### src/rtl/pbs_pkg.sv
package pbs_pkg;

  typedef enum logic [3:0] {
    S_IDLE, S_ID_RD, S_RST_WR, S_RST_RD, S_ADV_WR, S_AN_WR,
    S_ANC_RD, S_LNK_RD1, S_LNK_RD2, S_SPD_RD, S_DONE, S_ERR
  } pbs_state_e;

  localparam logic [4:0] REG_CTRL  = 5'd0;
  localparam logic [4:0] REG_STAT  = 5'd1;
  localparam logic [4:0] REG_ID1   = 5'd2;
  localparam logic [4:0] REG_ADV   = 5'd4;
  localparam logic [4:0] REG_VSTAT = 5'd31;

  localparam int CTRL_RESET_BIT = 15;
  localparam int CTRL_ANEN_BIT  = 12;
  localparam int CTRL_ANRS_BIT  = 9;
  localparam int STAT_LINK_BIT  = 2;
  localparam int VST_ANDONE_BIT = 12;
  localparam int VST_100_BIT    = 3;
  localparam int VST_FDX_BIT    = 4;
  localparam int ADV_ABIL_LSB   = 5;
  localparam int ADV_ABIL_CNT   = 4;

  localparam logic [15:0] ID1_EXPECT   = 16'h0007;
  localparam logic [15:0] ADV_SELECTOR = 16'h0001;

  typedef struct packed {
    logic        valid;
    logic        wr;
    logic [4:0]  regnum;
    logic [15:0] wdata;
  } pbs_req_t;

  function automatic logic [15:0] pbs_bit(int b);
    return 16'(1) << b;
  endfunction

  // Advertisement word: selector plus every 10/100 ability bit.
  function automatic logic [15:0] pbs_adv_word();
    logic [15:0] w;
    w = ADV_SELECTOR;
    for (int i = 0; i < ADV_ABIL_CNT; i++) w = w | pbs_bit(ADV_ABIL_LSB + i);
    return w;
  endfunction

  function automatic pbs_req_t pbs_req_of(pbs_state_e s);
    pbs_req_t r;
    r = '0;
    r.valid = 1'b1;
    case (s)
      S_ID_RD:   r.regnum = REG_ID1;
      S_RST_WR:  begin r.wr = 1'b1; r.regnum = REG_CTRL; r.wdata = pbs_bit(CTRL_RESET_BIT); end
      S_RST_RD:  r.regnum = REG_CTRL;
      S_ADV_WR:  begin r.wr = 1'b1; r.regnum = REG_ADV; r.wdata = pbs_adv_word(); end
      S_AN_WR:   begin
        r.wr = 1'b1; r.regnum = REG_CTRL;
        r.wdata = pbs_bit(CTRL_ANEN_BIT) | pbs_bit(CTRL_ANRS_BIT);
      end
      S_ANC_RD:  r.regnum = REG_VSTAT;
      S_LNK_RD1: r.regnum = REG_STAT;
      S_LNK_RD2: r.regnum = REG_STAT;
      S_SPD_RD:  r.regnum = REG_VSTAT;
      default:   r = '0;
    endcase
    return r;
  endfunction

  function automatic logic pbs_is_poll(pbs_state_e s);
    return (s == S_ID_RD) || (s == S_RST_RD) || (s == S_ANC_RD) || (s == S_LNK_RD2);
  endfunction

  function automatic logic pbs_poll_ok(pbs_state_e s, logic [15:0] d);
    case (s)
      S_ID_RD:   return d == ID1_EXPECT;
      S_RST_RD:  return !d[CTRL_RESET_BIT];
      S_ANC_RD:  return d[VST_ANDONE_BIT];
      S_LNK_RD2: return d[STAT_LINK_BIT];
      default:   return 1'b1;
    endcase
  endfunction

  function automatic pbs_state_e pbs_chain_next(pbs_state_e s);
    case (s)
      S_ID_RD:   return S_RST_WR;
      S_RST_WR:  return S_RST_RD;
      S_RST_RD:  return S_ADV_WR;
      S_ADV_WR:  return S_AN_WR;
      S_AN_WR:   return S_ANC_RD;
      S_ANC_RD:  return S_LNK_RD1;
      S_LNK_RD1: return S_LNK_RD2;
      S_LNK_RD2: return S_SPD_RD;
      S_SPD_RD:  return S_DONE;
      default:   return s;
    endcase
  endfunction

endpackage

### src/rtl/pbs_poll_timer.sv
module pbs_poll_timer #(
  parameter int unsigned MAX_POLLS = 32'h00FF_FFFF
) (
  input  logic clk,
  input  logic rst_n,
  input  logic clr,
  input  logic miss,
  output logic last_try
);
  localparam int unsigned CW = (MAX_POLLS > 1) ? $clog2(MAX_POLLS) : 1;

  logic [CW-1:0] cnt;

  always_ff @(posedge clk or negedge rst_n) begin
    if (!rst_n)                cnt <= '0;
    else if (clr)              cnt <= '0;
    else if (miss && !last_try) cnt <= cnt + 1'b1;
  end

  assign last_try = (cnt == CW'(MAX_POLLS - 1));

  // the attempt count never passes the budget
  a_r8_no_overflow: assert property (@(posedge clk) disable iff (!rst_n)
    32'(cnt) < MAX_POLLS);

  // a miss below the limit advances the count by exactly one
  a_r8_count_step: assert property (@(posedge clk) disable iff (!rst_n)
    (miss && !last_try && !clr) |=> (32'(cnt) == 32'($past(cnt)) + 1));

endmodule

### src/rtl/pbs_mode_latch.sv
module pbs_mode_latch
  import pbs_pkg::*;
(
  input  logic        clk,
  input  logic        rst_n,
  input  logic        clr,
  input  logic        capture,
  input  logic [15:0] vstat,
  output logic        full_duplex,
  output logic        speed_100
);
  always_ff @(posedge clk or negedge rst_n) begin
    if (!rst_n) begin
      full_duplex <= 1'b0;
      speed_100   <= 1'b0;
    end else if (clr) begin
      full_duplex <= 1'b0;
      speed_100   <= 1'b0;
    end else if (capture) begin
      full_duplex <= vstat[VST_FDX_BIT];
      speed_100   <= vstat[VST_100_BIT];
    end
  end

  // the captured mode matches the status word it came from
  a_r7_mode_from_status: assert property (@(posedge clk) disable iff (!rst_n)
    (capture && !clr) |=> (speed_100 == $past(vstat[VST_100_BIT]) &&
                           full_duplex == $past(vstat[VST_FDX_BIT])));

endmodule

### src/rtl/phy_bringup_seq.sv
module phy_bringup_seq
  import pbs_pkg::*;
#(
  parameter int unsigned MAX_POLLS = 32'h00FF_FFFF,
  parameter logic [4:0]  PHY_ADDR  = 5'd1
) (
  input  logic        clk,
  input  logic        rst_n,
  input  logic        start,
  output logic        req_valid,
  output logic        req_write,
  output logic [4:0]  req_phy,
  output logic [4:0]  req_reg,
  output logic [15:0] req_wdata,
  input  logic        rsp_done,
  input  logic [15:0] rsp_rdata,
  output logic        busy,
  output logic        done,
  output logic        error,
  output logic        full_duplex,
  output logic        speed_100
);

  pbs_state_e state, state_nx;
  pbs_req_t   req;

  // Named internal events
  logic launch, rsp_take, poll_miss, last_try, tmo, tmr_clr, mode_cap;

  assign req      = pbs_req_of(state);
  assign busy     = req.valid;
  assign launch   = start && !busy;
  assign rsp_take = req.valid && rsp_done;
  assign poll_miss = rsp_take && pbs_is_poll(state) && !pbs_poll_ok(state, rsp_rdata);
  assign tmo      = poll_miss && last_try;
  assign tmr_clr  = launch || (rsp_take && !poll_miss && state != S_LNK_RD1);
  assign mode_cap = rsp_take && state == S_SPD_RD;

  always_comb begin
    state_nx = state;
    if (launch)              state_nx = S_ID_RD;
    else if (tmo)            state_nx = S_ERR;
    else if (poll_miss)      state_nx = (state == S_LNK_RD2) ? S_LNK_RD1 : state;
    else if (rsp_take)       state_nx = pbs_chain_next(state);
  end

  always_ff @(posedge clk or negedge rst_n) begin
    if (!rst_n) state <= S_IDLE;
    else        state <= state_nx;
  end

  pbs_poll_timer #(.MAX_POLLS(MAX_POLLS)) u_timer (
    .clk(clk), .rst_n(rst_n), .clr(tmr_clr), .miss(poll_miss), .last_try(last_try)
  );

  pbs_mode_latch u_mode (
    .clk(clk), .rst_n(rst_n), .clr(launch), .capture(mode_cap),
    .vstat(rsp_rdata), .full_duplex(full_duplex), .speed_100(speed_100)
  );

  assign req_valid = req.valid;
  assign req_write = req.wr;
  assign req_reg   = req.regnum;
  assign req_wdata = req.wdata;
  assign req_phy   = PHY_ADDR;
  assign done      = (state == S_DONE);
  assign error     = (state == S_ERR);

  // a pending request holds its fields until answered
  a_r9_req_hold: assert property (@(posedge clk) disable iff (!rst_n)
    (req_valid && !rsp_done) |=> (req_valid && $stable(req_reg) &&
                                  $stable(req_write) && $stable(req_wdata)));

  // an exhausted loop lands in error with the request port quiet
  a_r8_timeout_err: assert property (@(posedge clk) disable iff (!rst_n)
    tmo |=> (error && !req_valid));

  // error never coexists with a request or with done
  a_r8_err_quiet: assert property (@(posedge clk) disable iff (!rst_n)
    error |-> (!req_valid && !done));

  // start while busy leaves the pending request untouched
  a_r10_start_ignored: assert property (@(posedge clk) disable iff (!rst_n)
    (busy && start && !rsp_done) |=> (req_valid && $stable(req_reg) && $stable(req_wdata)));

  // an accepted start clears every result output
  a_r11_launch_clears: assert property (@(posedge clk) disable iff (!rst_n)
    launch |=> (!done && !error && !full_duplex && !speed_100 && busy));

  // done rises only out of the final status read
  a_r7_done_after_status: assert property (@(posedge clk) disable iff (!rst_n)
    $rose(done) |-> $past(mode_cap));

endmodule

### config.mk
export PLATFORM = sky130hd
export DESIGN_NAME = phy_bringup_seq
export DESIGN_NICKNAME = d
export VERILOG_FILES = /design/src/rtl/pbs_pkg.sv /design/src/rtl/pbs_poll_timer.sv /design/src/rtl/pbs_mode_latch.sv /design/src/rtl/phy_bringup_seq.sv
export SDC_FILE = /design/constraint.sdc
export NUM_CORES = 1
export LEC_CHECK = 0
export ABC_CLOCK_PERIOD_IN_PS = 8700
export CORE_MARGIN = 3
export CORE_UTILIZATION = 56
export DETAILED_ROUTE_END_ITERATION = 12
export PLACE_DENSITY = 0.9
export SLEW_MARGIN = 15
export SYNTH_ARGS = -nofsm -noshare
export SYNTH_HDL_FRONTEND = slang
export SYNTH_HIERARCHICAL = 1
export SYNTH_SLANG_ARGS = --single-unit
### constraint.sdc
create_clock -name clk -period 8.7 [get_ports clk]
set_input_delay 0.87 -clock clk [delete_from_list [all_inputs] [get_ports clk]]
set_output_delay 0.87 -clock clk [all_outputs]
set_load 0.02 [all_outputs]
After elaboration in Yosys (flattened, before gate mapping)
Cells that the tools add are included.
- register bits after elaboration: 30
- input port bits: 20
- output and inout bits: 33
- word-level logic and storage cells: 64
- add/subtract/negate cells: 1
- equality and inequality tests: 15
- multiplexer cells: 17
- reductions and logical operators: 27
- operator list (operator ; number):
    $mux W24 ; 2
    $pmux W16 S3 ; 1
    $pmux W4 S9 ; 1
    $add A24 B1 Y24 const B ; 1
    $eq A24 B24 Y1 const B ; 1
    $mux W4 ; 5
    $pmux W5 S4 ; 1
    $eq A16 B3 Y1 const B ; 1
    $eq A4 B3 Y1 const B ; 4
    $eq A4 B4 Y1 const B ; 4
    $reduce_bool A11 Y1 ; 1
    $logic_and A1 B1 Y1 ; 9
    $reduce_or A9 Y1 ; 1
    $eq A4 B2 Y1 const B ; 2
    $mux W1 ; 6
    $logic_not A1 Y1 ; 5
    $eq A4 B1 Y1 const B ; 1
    $logic_or A1 B1 Y1 ; 4
    $ne A4 B2 Y1 const B ; 1
    $ne A4 B3 Y1 const B ; 1
    $pmux W1 S4 ; 1
    $reduce_bool A2 Y1 ; 2
    $reduce_bool A4 Y1 ; 1
    $reduce_or A2 Y1 ; 2
    2 further kinds ; 2

Logic depth before layout (Yosys ltp)
- depth after elaboration: 11
- depth in mapped cells: 12
- gate-level depth less buffers: 10

Cells and area by module
Netlist, hierarchy kept.
- modules (own cells, without submodules) (module ; times used ; cells an instance ; area each (sq um) ; seq. area each (sq um)):
    pbs_poll_timer ; 1 ; 170 ; 1554.0 ; 600.6
    phy_bringup_seq ; 1 ; 134 ; 918.4 ; 100.1
    pbs_mode_latch ; 1 ; 6 ; 77.6 ; 50.0

Least setup slack after synthesis
OpenSTA, ideal clock, no wires.
- path kind: input-to-reg
- start: in rsp_rdata[2]
- end: reg u_timer.cnt[23]
- library setup time: 125 ps
- arrival: 3089 ps
- data required time: 8575 ps
- setup slack: 5487 ps
- stages: 11
- buffers on the path: 2
- cells stage by stage: nor4b_2 > a31oi_1 > o32ai_1 > and2_1 > buf_6 > and3_1 > buf_2 > inv_1 > or4_1 > a2111oi_2 > mux2_2
- longest elaborated chain between the ends: 9
- elaborated cells between the ends (all ways): 11
- those cells by class: 1 x eq/ne; 2 x mux; 8 x reduce/logical
- ends and longest elaborated chain (element ; line ; source):
    from (decl) ; phy_bringup_seq.sv:16 ; input logic [15:0] rsp_rdata,
    $eq A16 B3 Y1 ; pbs_pkg.sv:74 ; S_ID_RD: return d == ID1_EXPECT;
    $pmux W1 S4 (*) ; pbs_pkg.sv:73 ; case (s)
    $logic_not A1 Y1 (*) ; phy_bringup_seq.sv:34 ; assign poll_miss = rsp_take && pbs_is_poll(state) && !pbs_poll_ok(state, rsp_rdata);
    $logic_and A1 B1 Y1 (*) ; phy_bringup_seq.sv:34 ;
    via poll_miss ; phy_bringup_seq.sv:28 ; logic launch, rsp_take, poll_miss, last_try, tmo, tmr_clr, mode_cap;
    $logic_not A1 Y1 ; phy_bringup_seq.sv:36 ; assign tmr_clr = launch || (rsp_take && !poll_miss && state != S_LNK_RD1);
    $logic_and A1 B1 Y1 (2 in series) ; phy_bringup_seq.sv:36 ;
    $logic_or A1 B1 Y1 ; phy_bringup_seq.sv:36 ;
    $mux W24 or $reduce_bool A2 Y1 (tied branches) ; - ;
    to (signal assigned) ; pbs_poll_timer.sv:17 ; else if (miss && !last_try) cnt <= cnt + 1'b1;
    to (decl) ; pbs_poll_timer.sv:12 ; logic [CW-1:0] cnt;
The timed path passes the listed nets; every way through them passes the cells marked *.
A chain may end at the register's enable or synchronous reset.

Worst setup path after layout
- start: in rsp_rdata[2]
- end: reg u_timer.cnt[14]
Same word-level chain as after synthesis.

==> out/qor.yml <==
detailed_routing:
  wl_um: 5830
  wire_per_inst_um: 15.4
  drc: 0
  drt_iter0_markers: 174
  ant_nets: 0
  num_vias: 2304
  drt_first_pass_iters: 4
  via_per_inst: 6.08
pwr:
  max-vdd-ir-drop_v: 0.000142
  power.leakage_nw: 1.18
  seq_power_share_pct: 26.9
  swShare_pct: 47.5
  p_int_uw: 424
  p_switching_uw: 384
  clockPowerShare_pct: 14.7
  powerDensity_nw_per_um2: 277
  p_comb_share_pct: 58.5
  total_power_uw: 808
grt:
  grt_pass1_vias: 2091
  grt_max_degree: 44
  antenna_found_initial: 0
  grt_usage_pct: 22.7
  grt-ovfl-total: 0
  grt_pass1_wl_um: 9560
cts:
  clockBufferDepth: 2
  htreeDepth: 2
  insertion_delay_ps: 290
  clock-sinks: 30
  root_buffer: "clkbuf_8"
  holdBufCountCts: 0
  cts_tree: "yes"
  cts_setup_buffers: 0
  cts-resized-gates: 0
  cts_buffers: 5
  path_clk_slew_ps: 70
timing:
  drv_slew: 0
  finalCritPeriodShare_pct: 44.8
  min_period_ps: 3900
  rsz0062_at_grt: "false"
  tightest_slew_ps: 919
  final-hold-violation-count: 0
  setup_viol: 0
  fin_setup_tns_ps: 0
  relSlewSlack_pct: 38.2
  fmaxAchievable_mhz: 256
  finClkSkew_ps: 10.9
synth:
  synth.largest_area_cell: "dfrtp_1"
  ys_seq_area_share_pct: 29.4
  synth_edf_count: 0
  yosys_warnings: 6
  synth-seq-cells: 30
  avgSynthCellArea_um2: 8.23
  synthTopCellsByArea: "dfrtp_1 (29%), mux2_2 (8.4%), buf_4 (6.2%)"
  synth_flop_cell: "dfrtp_1"
  synth_top_area_share_pct: 29.4
  syn-cell-area_um2: 2550
  synthArstFlopShare_pct: 100
  syn-instance-count: 310
  synth_cell_type_count: 54
layout:
  syn2layout_area_growth_pct: 14.6
  diodes: 0
  final_nets: 350
  utilization_pct: 69.5
  layout-drive-gt1-share_pct: 13.4
  fin_area_um2: 2920
critical_path:
  critical_path_class: "input pin to flip-flop"
  crit_fanout: 11
  crit_arrival_ps: 4070
  startpoint_type: "input pin"
  cp.required_ps: 8870
  crit_path_end_kind: "flip-flop"
floorplan:
  start_util_pct: 60.7
  die_w_um: 73.5
  dieArea_um2: 5400
  core.rowCount: 23
  ios: 53
  die-height_um: 73.5
  core-area_um2: 4200
placed_design:
  routabilityCongestion: 0.854
  hpwl_um: 4060
  portBuffers: 39
  place_area_um2: 2830
status:
  status: "finished clean"
worst_hold_path:
  hold_path_class: "flip-flop to flip-flop"
job:
  maxCapViolCount: 0
[registers in the layout (all words and copies together) (netlist names)]
| name | count |
|---|---|
| u_timer/cnt | 24 |
| state | 4 |
| u_mode/full_duplex | 1 |
| u_mode/speed_100 | 1 |
[path summary, 6_finish.rpt]
check | start | to | slack, ps | depth (start not counted)
max in group asynchronous | rst_n | u_timer/cnt[2] | 7450 | 2
setup / recovery | rsp_rdata[2] | u_timer/cnt[14] | 4800 | 10
hold reg to reg | u_mode/full_duplex | u_mode/full_duplex | 540 | 2
hold / removal | u_mode/full_duplex | u_mode/full_duplex | 540 | 2
setup reg to reg | state[2] | u_timer/cnt[14] | 4900 | 8
min in group asynchronous | rst_n | u_timer/cnt[16] | 960 | 2
[kinds of logic (layout without fill, tap and decap cells)]
| family | Yosys count | in the layout | share of synthesized area [%] |
|---|---|---|---|
| AOI/OAI and AO/OA | 60 | 60 | 16.0 |
| buffers and inverters | 50 | 58 | 11.3 |
| DFF | 30 | 30 | 29.4 |
| and+or+nand+nor | 141 | 141 | 31.0 |
| other | 2 | 13 | 0.295 |
| adders and majority gates | 2 | 2 | 0.981 |
| muxes | 25 | 25 | 10.9 |
[per-stage QoR]
stage                     std cells  hold slack [ps]  setup slack (ps)
after floorplan                 321              514              5490
after detailed placement        371              532              4510
after CTS                       379              551              4800
final                           379              540              4800
after global placement          371              507              4650
after global routing            379              603              4490
[layer usage]
metal | part of all wire, % | up-vias | wire length (um) | global-route usage [%]
met5 | 0 | - | 0 | 0
met4 | 1.4 | 0 | 81 | 8.45
met3 | 8.1 | 8 | 472 | 4.79
met2 | 48 | 97 | 2770 | 38.1
met1 | 43 | 1081 | 2510 | 28.4
li1 | - | 1118 | - | -
[area by class of cell]
class / instances / area (um2)
sequential: 30 / 751
multi-input combinational: 241 / 1570
tap: 50 / 62.6
clock buffer: 6 / 82.6
clock inverter: 2 / 12.5
timing repair buffer: 42 / 413
fill: 316 / 1280
inverter: 8 / 30.0
[placed cells by master, fill, tap and decap left out, types with 2 or more instances in the layout]
cell type / count
inv_1: 7
nor2_1: 37
a211oi_1: 8
nand4_1: 9
clkdlybuf4s50_1: 39
nor2b_1: 19
a21oi_1: 17
clkbuf_8: 6
a311oi_1: 2
and4_1: 7
and3_1: 3
nand2b_1: 6
o21ai_0: 11
mux2i_1: 5
or2_1: 2
nor3_1: 11
a2111oi_0: 3
and2_1: 3
nor4b_2: 3
conb_1: 13
dfrtp_1: 30
mux2_2: 19
a21boi_0: 2
o22ai_1: 2
nor3b_1: 2
a31oi_1: 4
ha_1: 2
nand2_1: 18
nor4_2: 2
or4_1: 2
or2_2: 2
nand3_1: 9
buf_4: 3
[power by group through the flow]
stage | Clock (mW) | Combinational (mW) | Sequential (mW)
6_report | 0.118 | 0.472 | 0.217
5_1_grt | 0.126 | 0.517 | 0.222
4_1_cts | 0.121 | 0.472 | 0.213
3_5_place_dp | 0 | 0.471 | 0.216
3_3_place_gp | 0 | 0.456 | 0.215
2_1_floorplan | 0 | 0.393 | 0.172
[synth_stat cells (4+ instances only)]
library cell  instances
nand3_1               9
mux2i_1               5
buf_2                11
and4_1                7
dfrtp_1              30
nand4_1               9
o21ai_0              11
mux2_2               19
a211oi_1              8
nand2_1              18
a31oi_1               4
inv_1                 7
buf_4                21
a21oi_1              17
nand2b_1              6
clkbuf_1              9
nor2_1               37
nor3_1               11
nor2b_1              19
[worst max-delay path, stage by stage]
cell,delay (ps)
clkdlybuf4s50_1,440
nor4b_2,250
a31oi_1,80
o32ai_1,190
and2_1,400
and3_1,450
nand4_1,240
or2_2,360
a2111oi_0,430
mux2_2,380
(Power assumes the default switching activity.)
